==> config.mk <==
export PLATFORM = sky130hd
export DESIGN_NAME = pm_event_ctl
export DESIGN_NICKNAME = d
export VERILOG_FILES = /design/src/rtl/pm_evt_pkg.sv /design/src/rtl/pm_tick_counter.sv /design/src/rtl/pm_ovf_tracker.sv /design/src/rtl/pm_event_regs.sv /design/src/rtl/pm_event_ctl.sv
export SDC_FILE = /design/constraint.sdc
export NUM_CORES = 1
export LEC_CHECK = 0
export BUFFER_PORTS_ARGS = -buffer_cell sky130_fd_sc_hd__buf_2
export CAP_MARGIN = 40
export CORE_MARGIN = 3
export CORE_UTILIZATION = 40
export CTS_CLUSTER_SIZE = 14
export DETAILED_ROUTE_END_ITERATION = 6
export MAX_ROUTING_LAYER = met4
export PLACE_DENSITY = 0.64
export REMOVE_ABC_BUFFERS = 1
export SLEW_MARGIN = 20
export SYNTH_ARGS = -nofsm -noshare
export SYNTH_HDL_FRONTEND = slang
export SYNTH_SLANG_ARGS = --single-unit
==> constraint.sdc <==
create_clock -name clk -period 2.59 [get_ports clk]
set_input_delay 0.259 -clock clk [delete_from_list [all_inputs] [get_ports clk]]
set_output_delay 0.259 -clock clk [all_outputs]
set_load 0.01 [all_outputs]
==> src/rtl/pm_evt_pkg.sv <==
package pm_evt_pkg;

    localparam logic [3:0] OFS_STS = 4'h0;
    localparam logic [3:0] OFS_ENA = 4'h2;
    localparam logic [3:0] OFS_CTL = 4'h4;
    localparam logic [3:0] OFS_TMR = 4'h8;

    localparam int BIT_TMR = 0;
    localparam int BIT_GBL = 5;
    localparam int BIT_BTN = 8;
    localparam int BIT_ALM = 10;

    localparam logic [15:0] EVT_MASK = 16'h0521;

    localparam int CTL_MODE   = 0;
    localparam int CTL_GO     = 13;
    localparam int SLP_TYP_LO = 10;
    localparam int SLP_TYP_W  = 3;

    localparam logic [7:0] CMD_MODE_ON  = 8'hF1;
    localparam logic [7:0] CMD_MODE_OFF = 8'hF0;

    typedef enum logic {
        OVF_ARMED   = 1'b0,
        OVF_LATCHED = 1'b1
    } ovf_state_t;

    typedef enum logic {
        SCI_OFF = 1'b0,
        SCI_ON  = 1'b1
    } sci_mode_t;

endpackage

==> src/rtl/pm_tick_counter.sv <==
module pm_tick_counter #(
    parameter int CNT_W = 24
) (
    input  logic             clk,
    input  logic             rst_n,
    input  logic             tick_en,
    output logic [CNT_W-1:0] count,
    output logic             msb_flip
);
    localparam int LOW_W = CNT_W - 1;

    logic [CNT_W-1:0] cnt_q;

    always_ff @(posedge clk) begin
        if (!rst_n)
            cnt_q <= '0;
        else if (tick_en)
            cnt_q <= cnt_q + 1'b1;
    end

    always_comb begin
        count    = cnt_q;
        msb_flip = tick_en && (&cnt_q[LOW_W-1:0]);
    end

    assert_cnt_hold_R1: assert property (@(posedge clk) disable iff (!rst_n)
        !tick_en |=> $stable(count));

    assert_msb_flip_R2: assert property (@(posedge clk) disable iff (!rst_n)
        msb_flip |=> (count[CNT_W-1] != $past(count[CNT_W-1])));

endmodule

==> src/rtl/pm_ovf_tracker.sv <==
module pm_ovf_tracker
    import pm_evt_pkg::*;
(
    input  logic clk,
    input  logic rst_n,
    input  logic msb_flip,
    input  logic clr_req,
    output logic ovf_sts
);
    ovf_state_t state_q, state_d;

    always_comb begin
        state_d = state_q;
        unique case (state_q)
            OVF_ARMED:   if (msb_flip) state_d = OVF_LATCHED;
            OVF_LATCHED: if (clr_req && !msb_flip) state_d = OVF_ARMED;
        endcase
    end

    always_ff @(posedge clk) begin
        if (!rst_n)
            state_q <= OVF_ARMED;
        else
            state_q <= state_d;
    end

    always_comb begin
        ovf_sts = (state_q == OVF_LATCHED);
    end

    assert_ovf_latch_R2: assert property (@(posedge clk) disable iff (!rst_n)
        msb_flip |=> ovf_sts);

    assert_ovf_clear_R3: assert property (@(posedge clk) disable iff (!rst_n)
        (clr_req && !msb_flip) |=> !ovf_sts);

endmodule

==> src/rtl/pm_event_regs.sv <==
module pm_event_regs
    import pm_evt_pkg::*;
(
    input  logic        clk,
    input  logic        rst_n,
    input  logic        wr_en,
    input  logic [3:0]  wr_ofs,
    input  logic [15:0] wr_data,
    input  logic        btn_press,
    input  logic        alm_evt,
    input  logic        gbl_evt,
    input  logic        cmd_we,
    input  logic [7:0]  cmd_byte,
    input  logic        smi_cfg_en,
    input  logic        ovf_sts,
    output logic        ovf_clr,
    output logic [15:0] sts_word,
    output logic [15:0] ena_word,
    output logic [15:0] ctl_word,
    output logic        sci_level,
    output logic        smi_req,
    output logic        softoff_req
);
    localparam logic [15:0] CTL_KEEP = ~((16'h1 << CTL_GO) | (16'h1 << CTL_MODE));

    sci_mode_t   mode_q, mode_d;
    logic [15:0] ena_q;
    logic [15:0] ctl_rest_q;
    logic        alm_q, gbl_q, btn_q;
    logic        smi_q, off_q;

    logic wr_sts, wr_ena, wr_ctl, sci_on, sleep_go, btn_set;

    always_comb begin
        wr_sts   = wr_en && (wr_ofs == OFS_STS);
        wr_ena   = wr_en && (wr_ofs == OFS_ENA);
        wr_ctl   = wr_en && (wr_ofs == OFS_CTL);
        sci_on   = (mode_q == SCI_ON);
        sleep_go = wr_ctl && wr_data[CTL_GO] &&
                   (wr_data[SLP_TYP_LO +: SLP_TYP_W] == '0);
        btn_set  = btn_press && sci_on && ena_q[BIT_BTN];
        ovf_clr  = wr_sts && wr_data[BIT_TMR];
    end

    // interrupt-mode machine: command byte wins over a control write
    always_comb begin
        mode_d = mode_q;
        unique case (mode_q)
            SCI_OFF: begin
                if (cmd_we && cmd_byte == CMD_MODE_ON)
                    mode_d = SCI_ON;
                else if (!(cmd_we && cmd_byte == CMD_MODE_OFF) && wr_ctl && wr_data[CTL_MODE])
                    mode_d = SCI_ON;
            end
            SCI_ON: begin
                if (cmd_we && cmd_byte == CMD_MODE_OFF)
                    mode_d = SCI_OFF;
                else if (!(cmd_we && cmd_byte == CMD_MODE_ON) && wr_ctl && !wr_data[CTL_MODE])
                    mode_d = SCI_OFF;
            end
        endcase
    end

    always_ff @(posedge clk) begin
        if (!rst_n) begin
            mode_q     <= SCI_OFF;
            ena_q      <= '0;
            ctl_rest_q <= '0;
            alm_q      <= 1'b0;
            gbl_q      <= 1'b0;
            btn_q      <= 1'b0;
            smi_q      <= 1'b0;
            off_q      <= 1'b0;
        end else begin
            mode_q <= mode_d;
            if (wr_ena)
                ena_q <= wr_data & EVT_MASK;
            if (wr_ctl)
                ctl_rest_q <= wr_data & CTL_KEEP;
            alm_q <= alm_evt || (alm_q && !(wr_sts && wr_data[BIT_ALM]));
            gbl_q <= gbl_evt || (gbl_q && !(wr_sts && wr_data[BIT_GBL]));
            btn_q <= btn_set || (btn_q && !(wr_sts && wr_data[BIT_BTN]));
            smi_q <= cmd_we && smi_cfg_en;
            off_q <= sleep_go || (btn_press && !sci_on);
        end
    end

    always_comb begin
        sts_word          = '0;
        sts_word[BIT_TMR] = ovf_sts;
        sts_word[BIT_GBL] = gbl_q;
        sts_word[BIT_BTN] = btn_q;
        sts_word[BIT_ALM] = alm_q;
        ena_word          = ena_q;
        ctl_word          = ctl_rest_q;
        ctl_word[CTL_MODE] = sci_on;
        sci_level         = |(sts_word & ena_q & EVT_MASK);
        smi_req           = smi_q;
        softoff_req       = off_q;
    end

    assert_cmd_on_R8: assert property (@(posedge clk) disable iff (!rst_n)
        (cmd_we && cmd_byte == CMD_MODE_ON) |=> ctl_word[CTL_MODE]);

    assert_cmd_off_R8: assert property (@(posedge clk) disable iff (!rst_n)
        (cmd_we && cmd_byte == CMD_MODE_OFF) |=> !ctl_word[CTL_MODE]);

    assert_smi_src_R9: assert property (@(posedge clk) disable iff (!rst_n)
        smi_req |-> $past(cmd_we && smi_cfg_en));

    assert_off_src_R7: assert property (@(posedge clk) disable iff (!rst_n)
        softoff_req |-> $past(wr_en || btn_press));

    assert_btn_latch_R10: assert property (@(posedge clk) disable iff (!rst_n)
        (btn_press && ctl_word[CTL_MODE] && ena_word[BIT_BTN]) |=> sts_word[BIT_BTN]);

    assert_alm_set_R11: assert property (@(posedge clk) disable iff (!rst_n)
        alm_evt |=> sts_word[BIT_ALM]);

endmodule

==> src/rtl/pm_event_ctl.sv <==
module pm_event_ctl
    import pm_evt_pkg::*;
#(
    parameter int CNT_W = 24
) (
    input  logic        clk,
    input  logic        rst_n,
    input  logic        tick_en,
    input  logic [3:0]  reg_addr,
    input  logic        reg_we,
    input  logic [15:0] reg_wdata,
    output logic [31:0] reg_rdata,
    input  logic        apm_we,
    input  logic [7:0]  apm_cmd,
    input  logic        smi_cfg_en,
    input  logic        pwr_btn,
    input  logic        rtc_evt,
    input  logic        gbl_evt,
    output logic        sci_out,
    output logic        smi_req,
    output logic        softoff_req
);
    localparam int RD_W = 32;

    logic [CNT_W-1:0] count;
    logic             msb_flip, ovf_sts, ovf_clr;
    logic [15:0]      sts_word, ena_word, ctl_word;

    pm_tick_counter #(.CNT_W(CNT_W)) u_cnt (
        .clk      (clk),
        .rst_n    (rst_n),
        .tick_en  (tick_en),
        .count    (count),
        .msb_flip (msb_flip)
    );

    pm_ovf_tracker u_ovf (
        .clk      (clk),
        .rst_n    (rst_n),
        .msb_flip (msb_flip),
        .clr_req  (ovf_clr),
        .ovf_sts  (ovf_sts)
    );

    pm_event_regs u_regs (
        .clk         (clk),
        .rst_n       (rst_n),
        .wr_en       (reg_we),
        .wr_ofs      (reg_addr),
        .wr_data     (reg_wdata),
        .btn_press   (pwr_btn),
        .alm_evt     (rtc_evt),
        .gbl_evt     (gbl_evt),
        .cmd_we      (apm_we),
        .cmd_byte    (apm_cmd),
        .smi_cfg_en  (smi_cfg_en),
        .ovf_sts     (ovf_sts),
        .ovf_clr     (ovf_clr),
        .sts_word    (sts_word),
        .ena_word    (ena_word),
        .ctl_word    (ctl_word),
        .sci_level   (sci_out),
        .smi_req     (smi_req),
        .softoff_req (softoff_req)
    );

    always_comb begin
        unique case (reg_addr)
            OFS_STS: reg_rdata = RD_W'(sts_word);
            OFS_ENA: reg_rdata = RD_W'(ena_word);
            OFS_CTL: reg_rdata = RD_W'(ctl_word);
            OFS_TMR: reg_rdata = RD_W'(count);
            default: reg_rdata = '0;
        endcase
    end

    assert_sci_cause_R5: assert property (@(posedge clk) disable iff (!rst_n)
        $rose(sci_out) |-> (!$stable(sts_word) || !$stable(ena_word)));

    assert_ctl_go_clear_R6: assert property (@(posedge clk) disable iff (!rst_n)
        (reg_we && reg_addr == OFS_CTL) |=> (ctl_word[CTL_GO] == 1'b0));

endmodule

Yosys cells after proc, flatten, opt, wreduce, memory -nomap -nowiden
Cells that the tools add are included.
{"block": "word_totals", "output_inout_bits": 35, "wordCells": 68, "register_bits": 49, "input_bits": 37}
{"block": "classes", "bitwise_logic": 3, "mux": 9, "addsub": 1, "n_eq_ne": 5, "n_reduce_logical": 40}
{"operator": "24-bit case mux with 4 select lines", "n": 1}
{"operator": "24-bit by 1-bit adder with 24-bit output (second input constant)", "n": 1}
{"operator": "1-bit logical AND", "n": 24}
{"operator": "23-bit AND reduction", "n": 1}
{"operator": "8-bit == test (second input constant)", "n": 2}
{"operator": "11-bit AND", "n": 1}
{"operator": "1-bit logical NOT", "n": 8}
{"operator": "1-bit 2-to-1 mux", "n": 6}
{"operator": "4-bit by 2-bit == test with 1-bit output (second input constant)", "n": 1}
{"operator": "4-bit by 3-bit == test with 1-bit output (second input constant)", "n": 1}
{"operator": "4-bit == test (second input constant)", "n": 1}
{"operator": "4-bit logical NOT", "n": 1}
{"operator": "1-bit logical OR", "n": 4}
{"operator": "1-bit case mux with 2 select lines", "n": 2}
{"operator": "4-bit OR reduction", "n": 1}
{"operator": "3-bit logical NOT", "n": 1}
{"operator": "1-bit NOT", "n": 2}

Longest topological paths before layout
{"block": "logic_depth", "depth_word": 8, "mapped_depth": 7}

Hierarchy
From an unflattened synthesis, not the netlist that was laid out.
{"block": "hier_totals", "cells_unflattened": 352, "area_unflattened_um2": 2969.1}
{"mod": "pm_event_regs", "seq_area_each_um2": 480.5, "instances": 1, "area_per_inst_um2": 1253.7, "cells_each": 152}
{"mod": "pm_tick_counter", "seq_area_each_um2": 480.5, "instances": 1, "area_per_inst_um2": 1083.5, "cells_each": 122}
{"mod": "pm_event_ctl", "seq_area_each_um2": 0.0, "instances": 1, "area_per_inst_um2": 590.6, "cells_each": 75}
{"mod": "pm_ovf_tracker", "seq_area_each_um2": 20.0, "instances": 1, "area_per_inst_um2": 41.3, "cells_each": 3}

Worst setup path after synthesis
No wires, ideal clock.
{"block": "synth_path", "kind": "input to output", "start": "input port reg_addr[1]", "end": "output port reg_rdata[10]", "cell_stages": 4, "t_arrival_ns": 1.658, "slack_ns": 0.673, "path_cell_list": "clkbuf_1 -> nor4b_1 -> clkbuf_1 -> a22o_1"}
{"block": "synth_between", "elab_chain_cells": 2, "elab_cells_between_ends": 5, "cone_classes": "eq/ne: 3; mux: 1; reduce/logical: 1"}
{"item": "from (decl)", "line": "pm_event_ctl.sv:9", "text": "input logic [3:0] reg_addr,"}
{"item": "4-bit == test, or another cell as far along", "line": "pm_event_ctl.sv:68", "text": "unique case (reg_addr)"}
{"item": "24-bit case mux with 4 select lines *", "line": "pm_event_ctl.sv:68"}
{"item": "to (decl)", "line": "pm_event_ctl.sv:12", "text": "output logic [31:0] reg_rdata,"}
Mark *: on every way between the ends. The rest lies on a longest branch, timed or not.

Worst setup path after layout
{"block": "layout_path", "start": "register u_cnt.cnt_q[6] (netlist: u_cnt.count[6])", "end": "register u_cnt.cnt_q[21] (netlist: u_cnt.count[21])"}
{"block": "layout_between", "elab_chain_cells": 1}
{"item": "from (decl)", "line": "pm_tick_counter.sv:12", "text": "logic [CNT_W-1:0] cnt_q;"}
{"item": "from (signal assigned)", "line": "pm_tick_counter.sv:18", "text": "cnt_q <= cnt_q + 1'b1;"}
{"item": "24-bit by 1-bit adder with 24-bit output", "line": "pm_tick_counter.sv:18"}
No other way between the ends.
A chain may end at the register's enable or synchronous reset.

==> flow_metrics.env <==
export IMPL_htreeDepth=2
export IMPL_ys_top_cells_by_area="dfxtp_1 40%, nand2_1 7.1%, a21oi_1 4.9%"
export IMPL_fin_tns_setup_ps=0
export IMPL_synth_top_area_frac=0.404
export IMPL_area_growth_pct=19.1
export IMPL_drtAntennaViolNets=0
export IMPL_grt_pass1_wl_um=9590
export IMPL_dr_wl_met3_um=352
export IMPL_worstPathRequired_ps=2830
export IMPL_fmax_mhz=497
export IMPL_globalplace_congestion=0.855
export IMPL_p_leak_nw=1.19
export IMPL_num_fill_cells=581
export IMPL_power_frac_clock=0.358
export IMPL_ys_async_sr_fraction=0
export IMPL_wl_per_cell_um=12.9
export IMPL_setup_ws_ps=579
export IMPL_dp_slack_ps=594
export IMPL_worst_setup_path_start_kind="flip-flop"
export IMPL_first_global_vias=2117
export IMPL_post_route_min_period_ps=2010
export IMPL_timing_rr_start="u_cnt.count[6]"
export IMPL_setup_viol=0
export IMPL_wl_met1_um=2550
export IMPL_ir_worst_vdd_mv=0.242
export IMPL_cts_root_buf="clkbuf_8"
export IMPL_cts_max_path_buffers=2
export IMPL_dpl_hpwl_um=4200
export IMPL_tightest_slew_ps=606
export IMPL_ios=72
export IMPL_finalHoldViolCount=0
export IMPL_final_nets=391
export IMPL_crit_arrival_ps=2250
export IMPL_first_pass_iters=4
export IMPL_yosys_warnings=0
export IMPL_drv_slew=0
export IMPL_post_cts_resized=0
export IMPL_stdcell_count=426
export IMPL_status="completed"
export IMPL_rsz0062_at_grt="false"
export IMPL_die_h_um=83.9
export IMPL_reg2regPathDepth=4
export IMPL_routed_wl_met2_um=2530
export IMPL_reg2reg_to="u_cnt.count[21]"
export IMPL_p_sw_frac=0.232
export IMPL_initial_core_util=0.428
export IMPL_ys_ff_latch=49
export IMPL_worst_r2r_setup_slack_ps=580
export IMPL_path_clk_slew_ps=90
export IMPL_diodes=0
export IMPL_dp_cells=418
export IMPL_clk_latency_ps=300
export IMPL_cts_tree="yes"
export IMPL_first_iter_violations=89
export IMPL_overflow=0
export IMPL_ys_types=42
export IMPL_cts_sinks=49
export IMPL_synthCells=293
export IMPL_seq_power_share=0.566
export IMPL_crit_start="u_cnt.count[6]"
export IMPL_path_class="reg -> reg"
export IMPL_synth_top_area_cell="dfxtp_1"
export IMPL_power_internal_mw=1.05
export IMPL_drc=0
export IMPL_crit_end="u_cnt.count[21]"
export IMPL_avgSynthCellArea_um2=8.29
export IMPL_relSlewSlack=0.596
export IMPL_layout_common_cells="63 x buf_2, 49 x dfxtp_1, 46 x nand2_1, 24 x a21oi_1, 20 x nor2_1"
export IMPL_finClkSkew_ps=5.32
export IMPL_finalPower_mw=1.37
export IMPL_register_area_um2=981
export IMPL_grt_antenna_before_repair=0
export IMPL_comb_power_share=0.076
export IMPL_hold_ws_ps=161
export IMPL_dieArea_um2=7050
export IMPL_postCtsSetupRepairBufs=0
export IMPL_p_switching_mw=0.317
export IMPL_port_buffer_count=63
export IMPL_vias=2190
export IMPL_grt_usage=0.169
export IMPL_ctsHoldBuffers=0
export IMPL_cp_max_fo=9
export IMPL_hold_class="in -> reg"
export IMPL_synth_ff_type="dfxtp_1"
export IMPL_syn_cell_area_um2=2430
export IMPL_drive_gt1_frac=0.232
export IMPL_synth_edff_count=0
export IMPL_fin_crit_sh=0.777
export IMPL_dr_max_layer_used="met4"
export IMPL_cap_violations=0
export IMPL_final_common_cell="buf_2"
export IMPL_core_rowCount=27
export IMPL_end_kind="flip-flop"
export IMPL_die_w_um=83.9
export IMPL_multiInputGateArea_um2=1330
export IMPL_cts_buffers=5
export IMPL_routed_wirelength_um=5510
export IMPL_core_um2=5680
export IMPL_grt_max_degree=25
export IMPL_vias_per_cell=5.14
export IMPL_yosysSeqAreaShare=0.404
export IMPL_p_per_area_nw_per_um2=472
[worst min-delay path by stage]
stage / end / from / cells past startpoint / slack (ps)
2_1_floorplan: u_regs.btn_q / rst_n / 1 / 380
3_3_place_gp: u_regs.ctl_rest_q[9] / u_regs.ctl_rest_q[9] / 2 / 440
3_5_place_dp: u_regs.ctl_rest_q[12] / u_regs.ctl_rest_q[12] / 2 / 450
4_1_cts: u_regs.alm_q / rtc_evt / 2 / 150
5_1_grt: u_regs.gbl_q / gbl_evt / 2 / 160
6_report: u_regs.alm_q / rtc_evt / 2 / 160
[power groups by stage]
stage          combinational, mW  clock [mW]  sequential [mW]
5_1_grt                    0.117       0.538            0.775
6_report                   0.103       0.489            0.773
3_5_place_dp               0.104           0            0.791
3_3_place_gp               0.104           0            0.791
2_1_floorplan             0.0451           0            0.790
4_1_cts                    0.104       0.510            0.774
[stage by stage]
| stage | area (um^2) | util |
|---|---|---|
| floorplan | 2340 | - |
| global placement | 2790 | 0.492 |
| detailed placement | 2790 | 0.492 |
| CTS | 2890 | 0.510 |
| global route | 2890 | 0.510 |
| finish | 2890 | 0.510 |
[registers in the layout, summed over array words and instances (netlist names)]
signal              cells
u_regs.btn_q            1
u_regs.alm_q            1
u_ovf.ovf_sts           1
u_regs.softoff_req      1
u_regs.ctl_rest_q      14
u_regs.mode_q           1
u_cnt.count            24
u_regs.ena_word         4
u_regs.gbl_q            1
u_regs.smi_req          1
[kinds of logic (layout without fill, tap and decap cells)]
logic type | count (synthesis) | count (layout) | synth area share
AO/OA/AOI/OAI | 62 | 62 | 0.168
XOR/XNOR | 10 | 10 | 0.0360
adder cells (fa/ha/maj) | 1 | 1 | 0.00515
buffers and inverters | 31 | 85 | 0.0618
flip-flops | 49 | 49 | 0.404
multiplexers | 12 | 12 | 0.0494
other | 1 | 8 | 0.00154
AND/OR/NAND/NOR | 127 | 127 | 0.274
[Yosys cell counts (2+ instances only)]
library cell,count
buf_4,8
a21boi_0,3
nor2_1,20
inv_1,8
nand3_1,2
buf_2,3
a221o_1,2
nor3_1,3
o21a_1,4
mux2i_1,12
o21ai_0,8
and3_1,2
or4_1,5
xnor2_1,6
a22oi_1,2
nor4_1,6
or3_1,6
nor2b_1,2
nand2b_1,4
a21oi_1,24
dfxtp_1,49
xor2_1,4
o31ai_1,2
nand4_1,10
a22o_1,13
nor4b_1,2
and2_1,10
nand2_1,46
clkbuf_1,12
nor3b_1,3
[critical path, stage by stage, from the launching register on]
cell,delay [ps]
dfxtp_1,420
nand4_1,230
or4_1,710
or4_1,440
a21oi_1,160
[per-layer routing]
layer	GRT usage	up-vias
met5	-	-
li1	-	1134
met1	0.207	985
met2	0.279	63
met3	0.0395	8
met4	0.0439	0
[layout make-up]
type,count,area share
multi-input combinational,220,0.460
tap,72,0.0311
clock buffer,7,0.0333
timing repair buffer,69,0.125
inverter,8,0.0104
sequential,49,0.339
clock inverter,1,0.00173
(Power assumes the default switching activity.)
